$ cat src/rtl/serclk_pkg.sv
package serclk_pkg;

    localparam int BYTE_W = 8;

    // Address map (one address bit on each bus side)
    typedef enum logic {
        REG_DIV_LO = 1'b0,
        REG_DIV_HI = 1'b1
    } reg_addr_e;

    // Field positions in a byte written to the shared address
    localparam int SEL_BIT  = 7;
    localparam int SYNC_BIT = 6;
    localparam int POL_BIT  = 0;

    typedef struct packed {
        logic sync_en;
        logic pol;
    } ctrl_t;

    typedef struct packed {
        logic xck;
        logic tx_change;
        logic rx_sample;
    } edge_out_t;

    function automatic ctrl_t unpack_ctrl(input logic [BYTE_W-1:0] b);
        ctrl_t c;
        c.sync_en = b[SYNC_BIT];
        c.pol     = b[POL_BIT];
        return c;
    endfunction

    function automatic logic targets_ctrl(input logic [BYTE_W-1:0] b);
        return b[SEL_BIT];
    endfunction

endpackage

$ cat src/rtl/serclk_regs.sv
module serclk_regs
    import serclk_pkg::*;
#(
    parameter int DIV_W = 12
) (
    input  logic              clk,
    input  logic              rst,
    input  logic              wr_en,
    input  logic              wr_addr,
    input  logic [BYTE_W-1:0] wr_data,
    input  logic              rd_addr,
    output logic [BYTE_W-1:0] rd_data,
    output logic [DIV_W-1:0]  divisor,
    output ctrl_t             ctrl,
    output logic              reload,
    output logic [DIV_W-1:0]  reload_val
);
    localparam int HI_W = DIV_W - BYTE_W;

    logic [BYTE_W-1:0] lo_q;
    logic [HI_W-1:0]   hi_q;
    ctrl_t             ctrl_q;

    logic wr_lo, wr_hi, wr_ctrl;

    always_comb begin
        wr_lo   = wr_en && (reg_addr_e'(wr_addr) == REG_DIV_LO);
        wr_hi   = wr_en && (reg_addr_e'(wr_addr) == REG_DIV_HI) && !targets_ctrl(wr_data);
        wr_ctrl = wr_en && (reg_addr_e'(wr_addr) == REG_DIV_HI) &&  targets_ctrl(wr_data);
    end

    always_ff @(posedge clk) begin
        if (rst) begin
            lo_q   <= '0;
            hi_q   <= '0;
            ctrl_q <= '0;
        end else begin
            if (wr_lo)   lo_q   <= wr_data;
            if (wr_hi)   hi_q   <= wr_data[HI_W-1:0];
            if (wr_ctrl) ctrl_q <= unpack_ctrl(wr_data);
        end
    end

    always_comb begin
        rd_data = '0;
        if (reg_addr_e'(rd_addr) == REG_DIV_LO)
            rd_data = lo_q;
        else
            rd_data[HI_W-1:0] = hi_q;
    end

    assign divisor    = {hi_q, lo_q};
    assign ctrl       = ctrl_q;
    assign reload     = wr_lo;
    assign reload_val = {hi_q, wr_data};


    ctrl_keeps_div_chk: assert property (@(posedge clk) disable iff (rst)
        wr_ctrl |=> $stable(divisor));


    hi_read_upper_zero_chk: assert property (@(posedge clk) disable iff (rst)
        (reg_addr_e'(rd_addr) == REG_DIV_HI) |-> (rd_data[BYTE_W-1:HI_W] == '0));


    lo_write_lands_chk: assert property (@(posedge clk) disable iff (rst)
        wr_lo |=> (divisor[BYTE_W-1:0] == $past(wr_data)));
endmodule

$ cat src/rtl/serclk_counter.sv
module serclk_counter #(
    parameter int DIV_W = 12
) (
    input  logic             clk,
    input  logic             rst,
    input  logic [DIV_W-1:0] divisor,
    input  logic             reload,
    input  logic [DIV_W-1:0] reload_val,
    output logic             tick
);
    logic [DIV_W-1:0] cnt_q, cnt_d;

    always_comb begin
        tick = (cnt_q == '0);
        if (reload)
            cnt_d = reload_val;
        else if (tick)
            cnt_d = divisor;
        else
            cnt_d = cnt_q - 1'b1;
    end

    always_ff @(posedge clk) begin
        if (rst) cnt_q <= '0;
        else     cnt_q <= cnt_d;
    end


    cnt_step_chk: assert property (@(posedge clk) disable iff (rst)
        (!reload && cnt_q != '0) |=> (cnt_q == $past(cnt_q) - 1'b1));


    reload_now_chk: assert property (@(posedge clk) disable iff (rst)
        reload |=> (cnt_q == $past(reload_val)));


    natural_reload_chk: assert property (@(posedge clk) disable iff (rst)
        (!reload && cnt_q == '0) |=> (cnt_q == $past(divisor)));
endmodule

$ cat src/rtl/serclk_edgegen.sv
module serclk_edgegen
    import serclk_pkg::*;
(
    input  logic      clk,
    input  logic      rst,
    input  logic      tick,
    input  ctrl_t     ctrl,
    output edge_out_t eo
);
    edge_out_t q;

    always_ff @(posedge clk) begin
        if (rst || !ctrl.sync_en) begin
            q <= '0;
        end else begin
            q.tx_change <= 1'b0;
            q.rx_sample <= 1'b0;
            if (tick) begin
                q.xck <= ~q.xck;
                if (!q.xck) begin
                    q.tx_change <= !ctrl.pol;
                    q.rx_sample <=  ctrl.pol;
                end else begin
                    q.tx_change <=  ctrl.pol;
                    q.rx_sample <= !ctrl.pol;
                end
            end
        end
    end

    assign eo = q;


    xck_toggle_chk: assert property (@(posedge clk) disable iff (rst)
        (ctrl.sync_en && tick) |=> (q.xck != $past(q.xck)));


    xck_hold_chk: assert property (@(posedge clk) disable iff (rst)
        (ctrl.sync_en && !tick) |=> $stable(q.xck));


    strobe_excl_chk: assert property (@(posedge clk) disable iff (rst)
        $onehot0({q.tx_change, q.rx_sample}));


    tx_edge_chk: assert property (@(posedge clk) disable iff (rst)
        q.tx_change |-> (q.xck == !$past(ctrl.pol)) && (q.xck != $past(q.xck)));


    rx_edge_chk: assert property (@(posedge clk) disable iff (rst)
        q.rx_sample |-> (q.xck == $past(ctrl.pol)) && (q.xck != $past(q.xck)));


    async_quiet_chk: assert property (@(posedge clk) disable iff (rst)
        !ctrl.sync_en |=> (q == '0));
endmodule

$ cat src/rtl/serclk_prescaler.sv
module serclk_prescaler
    import serclk_pkg::*;
#(
    parameter int DIV_W = 12
) (
    input  logic       clk,
    input  logic       rst,
    input  logic       wr_en,
    input  logic       wr_addr,
    input  logic [7:0] wr_data,
    input  logic       rd_addr,
    output logic [7:0] rd_data,
    output logic       baud_tick,
    output logic       xck,
    output logic       tx_change,
    output logic       rx_sample
);
    logic [DIV_W-1:0] divisor, reload_val;
    logic             reload, tick;
    ctrl_t            ctrl;
    edge_out_t        eo;

    serclk_regs #(.DIV_W(DIV_W)) u_regs (
        .clk(clk), .rst(rst), .wr_en(wr_en), .wr_addr(wr_addr), .wr_data(wr_data),
        .rd_addr(rd_addr), .rd_data(rd_data), .divisor(divisor), .ctrl(ctrl),
        .reload(reload), .reload_val(reload_val)
    );

    serclk_counter #(.DIV_W(DIV_W)) u_cnt (
        .clk(clk), .rst(rst), .divisor(divisor), .reload(reload),
        .reload_val(reload_val), .tick(tick)
    );

    serclk_edgegen u_edge (
        .clk(clk), .rst(rst), .tick(tick), .ctrl(ctrl), .eo(eo)
    );

    assign baud_tick = tick;
    assign xck       = eo.xck;
    assign tx_change = eo.tx_change;
    assign rx_sample = eo.rx_sample;
endmodule

$ cat config.mk
export PLATFORM = sky130hd
export DESIGN_NAME = serclk_prescaler
export DESIGN_NICKNAME = d
export VERILOG_FILES = /design/src/rtl/serclk_pkg.sv /design/src/rtl/serclk_regs.sv /design/src/rtl/serclk_counter.sv /design/src/rtl/serclk_edgegen.sv /design/src/rtl/serclk_prescaler.sv
export SDC_FILE = /design/constraint.sdc
export NUM_CORES = 1
export LEC_CHECK = 0
export ABC_CLOCK_PERIOD_IN_PS = 3700
export BUFFER_PORTS_ARGS = -buffer_cell sky130_fd_sc_hd__buf_2
export CORE_ASPECT_RATIO = 1.5
export CORE_MARGIN = 5
export CORE_UTILIZATION = 59
export CTS_CLUSTER_SIZE = 25
export DETAILED_ROUTE_END_ITERATION = 10
export PLACE_DENSITY_LB_ADDON = 0.12
export SLEW_MARGIN = 5
export SYNTH_ARGS = -nofsm -noshare
export SYNTH_HDL_FRONTEND = slang
export SYNTH_SLANG_ARGS = --single-unit
export TNS_END_PERCENT = 5
$ cat constraint.sdc
create_clock -name clk -period 3.7 [get_ports clk]
set_input_delay 0.74 -clock clk [delete_from_list [all_inputs] [get_ports clk]]
set_output_delay 0.74 -clock clk [all_outputs]
set_load 0.02 [all_outputs]
# After elaboration in Yosys (flattened, before gate mapping)
# Cells that the tools add are included.
# Widths: inputs -> output; s select.
word_totals:
  ff_bits: 29
  input_bits: 13
  output_inout_bits: 12
  elab_cells: 27
op_classes:
  addsub: 1
  mux: 5
  bitwise_logic: 3
  reduce_logical: 10
ops:
  columns: ["cell", "n"]
  rows:
  - ["$mux 12", 2]
  - ["$logic_not 12->1", 1]
  - ["$sub 12x1->12 const B", 1]
  - ["$mux 4", 2]
  - ["$logic_and 1x1->1", 4]
  - ["$logic_not 1->1", 3]
  - ["$not 1->1", 3]
  - ["$mux 2", 1]
  - ["$reduce_or 2->1", 1]
  - ["$logic_or 1x1->1", 1]

# Logic depth before layout (Yosys ltp)
depth:
  ltp_word: 3
  depth_mapped: 7
  ltp_nobuf: 6

# Hierarchy
# A second synthesis with hierarchy kept.
unflattened:
  cells_unflattened: 190
  area_unflattened_um2: 1677.9
by_module_without_submodules:
  columns: ["mod", "instances", "cells_per_inst", "area_per_inst_um2", "seq_area_each_um2"]
  rows:
  - ["serclk_counter", 1, 104, 880.8, 240.2]
  - ["serclk_regs", 1, 77, 686.9, 280.3]
  - ["serclk_edgegen", 1, 9, 110.1, 60.1]

# Worst setup path after synthesis
# Ideal clock, no wire load.
synth_timing:
  path_type: "register -> output"
  from: "register u_cnt.cnt_q[0]"
  to: "output port baud_tick"
  arrival_time_ns: 1.894
  t_required_ns: 2.960
  slack_ns: 1.066
  path_stages_with_launch: 5
  n_path_buf: 0
  cell_sequence: "dfxtp_1 -> inv_1 -> ha_1 -> or4b_2 -> nor4_1"
synth_via:
  elab_chain_cells: 1
synth_lines:
  columns: ["item", "line_no", "text"]
  rows:
  - ["start: declaration", "serclk_counter.sv:11", "logic [DIV_W-1:0] cnt_q, cnt_d;"]
  - ["start signal: assignment", "serclk_counter.sv:25", "else cnt_q <= cnt_d;"]
  - ["$logic_not 12->1", "serclk_counter.sv:14", "tick = (cnt_q == '0);"]
  - ["end: declaration", "serclk_prescaler.sv:13", "output logic baud_tick,"]
# Every way passes these cells.

# Worst setup path after layout
# Same ends and word-level chain as after synthesis.

==> metrics.md <==
| Metric | Value |
|---|---|
| Outcome | `completed` |
| Synth unique cells | `40` |
| Total track usage | `19.9%` |
| Critical path fanouts, max | `4` |
| Tmin final | `2.91 ns` |
| Syn avg cell area | `8.86 sq um` |
| VDD IR-drop max | `0.000324 V` |
| Synth cell count leaders | `29 x dfxtp_1, 22 x nand2_1, 12 x nor2_1` |
| Via-to-Cell Ratio | `6.09` |
| DIE HEIGHT | `71.2 um` |
| Crit share post-route | `78.5%` |
| Worst Setup Path Type | `register to output port` |
| Largest net degree at the start of global routing | `42` |
| Yosys warns | `0` |
| Post-route insts no fill | `211` |
| Ys async rst share | `0%` |
| Sink Count | `29` |
| PwrDens | `692 nW/um^2` |
| Clock Skews | `0.00625 ns` |
| TNS Setup | `0 ns` |
| RSZ-0062 raised after global routing | `false` |
| Internal power | `0.000658 W` |
| I/O Buffers | `24` |
| Die area | `3610 sq um` |
| CP peak stage delay | `0.66 ns` |
| DR WL/cell | `15.9 um` |
| Seq/Total Area, Yosys | `39.5%` |
| Seq cells post-synth | `29` |
| # rows | `22` |
| CTS tree | `done` |
| Worst endpoint required time | `2.96 ns` |
| Area Growth Syn to Fin | `10.6%` |
| Area share of the largest cell type after synthesis | `39.5%` |
| CTS Buf Count | `5` |
| Dpl hpwl | `2460 um` |
| N_diodes | `0` |
| CTS Buffer Depth | `2` |
| Least-Margin Pin Slew | `0.876 ns` |
| Placed cell count | `203` |
| Worst EP arrival | `2.17 ns` |
| Initial Utilization | `60.7%` |
| Critical path capture point type | `output port` |
| Sequential power share | `40.9%` |
| Die X | `50.8 um` |
| MaxCap Viol Count | `0` |
| Final setup vio count | `0` |
| IO Pins | `25` |
| H-tree depth | `2` |
| Drt pass-1 iters | `4` |
| First-pass GRT wire length | `5540 um` |
| F_max | `344 MHz` |
| Post-synth EDFFs | `0` |
| Clock transition at path regs | `0.09 ns` |
| Post-Syn Nets | `181` |
| Psw | `0.000468 W` |
| Share of post-route cells with drive strength above 1 | `20.9%` |
| Ys flop type | `dfxtp_1` |
| CORE AREA | `2420 sq um` |
| Drt total wl | `3360 um` |
| Endpoints failing hold | `0` |
| Slew HR | `41.1%` |
| Clock share of power | `16.4%` |
| Post-DRT Antenna Nets | `0` |
| Root buf cell | `clkbuf_4` |
| Post-synth top area cell | `dfxtp_1` |
| Remaining DRCs | `0` |
| Vias | `1285` |
| Synth top area cells | `dfxtp_1 39%, nand2_1 5.6%, mux2i_1 4.1%, nand4b_1 3.6%, a21oi_1 3.1%` |
| Nets | `201` |
| Max Slew Vio Count | `0` |
| Worst Hold Class | `register to register` |
| Cts hold-fix bufs | `0` |
| GR Overflow Total | `0` |
| Postcts setup bufs | `0` |
| Worst-Skew Late Latency | `0.33 ns` |
| Initial drt markers | `25` |
| Cell chain of the critical path | `inv_1, ha_1, or4b_2, nor4_1, buf_2` |
| Resized cells post-CTS | `0` |
| Sw frac | `41.6%` |
| LEAKAGE | `0.678 nW` |
| Vias in the first global route | `1195` |
| Syn Std Cell Area | `1470 sq um` |
| Startpoint Class | `register` |
| Comb power frac | `42.8%` |
| Cells after synthesis | `166` |
| Most common cell in the netlist | `dfxtp_1` |
| CP max-delay cell | `or4b_2` |
| Initial antenna violation count | `0` |
| Placer Congestion | `0.824` |
==> layout make-up <==
cell class	count	area [sq um]
multi-input cells	121	826
flip-flops and latches	29	581
inverters	4	15.0
repair buffers	25	128
clock buffers	8	48.8
fillers	228	795
well taps	24	30.0
==> per-stage QoR <==
step	total power (W)	worst slack, ns	util [%]	area, sq um	hold slack, ns
CTS	0.00113	0.765	67.2	1630	0.473
global placement	0.000922	1.24	65.2	1580	0.451
detailed placement	0.000944	1.14	65.2	1580	0.460
floorplan	0.000849	1.07	-	1470	0.440
global route	0.00120	0.606	67.2	1630	0.491
finish	0.00113	0.795	67.2	1630	0.467
==> layer usage <==
layer / part of all wire, % / global-route usage (%) / wire length (um) / up-vias
met5: 0 / 0 / 0 / -
met4: 2.1 / 8.52 / 72 / 0
met3: 3.6 / 6.53 / 120 / 8
met2: 53 / 31.6 / 1770 / 24
met1: 41 / 24.1 / 1390 / 613
li1: - / - / - / 640
==> layout by cell type (no fill, tap or decap), types with 2 or more instances in the layout <==
master,count
dfxtp_1,29
buf_2,24
nand2_1,22
nor2_1,12
a21oi_1,9
mux2i_1,6
nand4b_1,6
nor4_1,5
nor2b_1,5
xnor2_1,5
clkbuf_4,5
or4_1,4
inv_1,4
mux2_2,4
xor2_1,4
o221ai_1,4
a211oi_1,3
o21ai_0,3
nor3b_1,3
o31ai_1,3
clkbuf_1,3
nand2b_1,2
a2bb2oi_1,2
o211ai_1,2
ha_1,2
==> worst max-delay path: cells and delay by family, from the launching register on <==
kind / cells / cell delay [ns]
flops: 1 / 0.34
fa+ha+maj: 1 / 0.16
buf+inv: 2 / 0.32
simple gates: 2 / 1.00
==> kinds of logic after synthesis <==
family,after synthesis,share of synthesized area [%]
and+or+nand+nor,71,28.5
AOI/OAI and AO/OA,29,13.4
DFF,29,39.5
buffers and inverters,16,4.42
muxes,10,7.14
xor gates and xnor gates,9,5.36
adders and majority gates,2,1.70
==> final timing paths <==
kind / start / end / slack, ns / depth (start not counted)
worst max-delay path: u_cnt.cnt_q[0]$_SDFF_PP0_ / baud_tick / 0.79 / 5
worst min-delay path: u_regs.lo_q[6]$_SDFFE_PP0P_ / u_regs.lo_q[6]$_SDFFE_PP0P_ / 0.47 / 2
worst max register to register: u_cnt.cnt_q[0]$_SDFF_PP0_ / u_cnt.cnt_q[0]$_SDFF_PP0_ / 1.32 / 6
worst min register to register: u_regs.lo_q[6]$_SDFFE_PP0P_ / u_regs.lo_q[6]$_SDFFE_PP0P_ / 0.47 / 2
==> power groups by stage <==
stage / Clock, W / Sequential (W) / Combinational [W]
after floorplan: 0 / 0.000439 / 0.000410
after global placement: 0 / 0.000458 / 0.000464
after detailed placement: 0 / 0.000467 / 0.000476
after CTS: 0.000188 / 0.000461 / 0.000482
after global routing: 0.000200 / 0.000473 / 0.000529
final: 0.000184 / 0.000460 / 0.000482
==> flip-flops by register name (all words and copies together), names as in the netlist <==
signal	cells
u_regs.lo_q	8
u_regs.hi_q	4
u_edge.eo	3
u_regs.ctrl	2
u_cnt.cnt_q	12
Note: power is estimated with default switching activity, not from simulation.
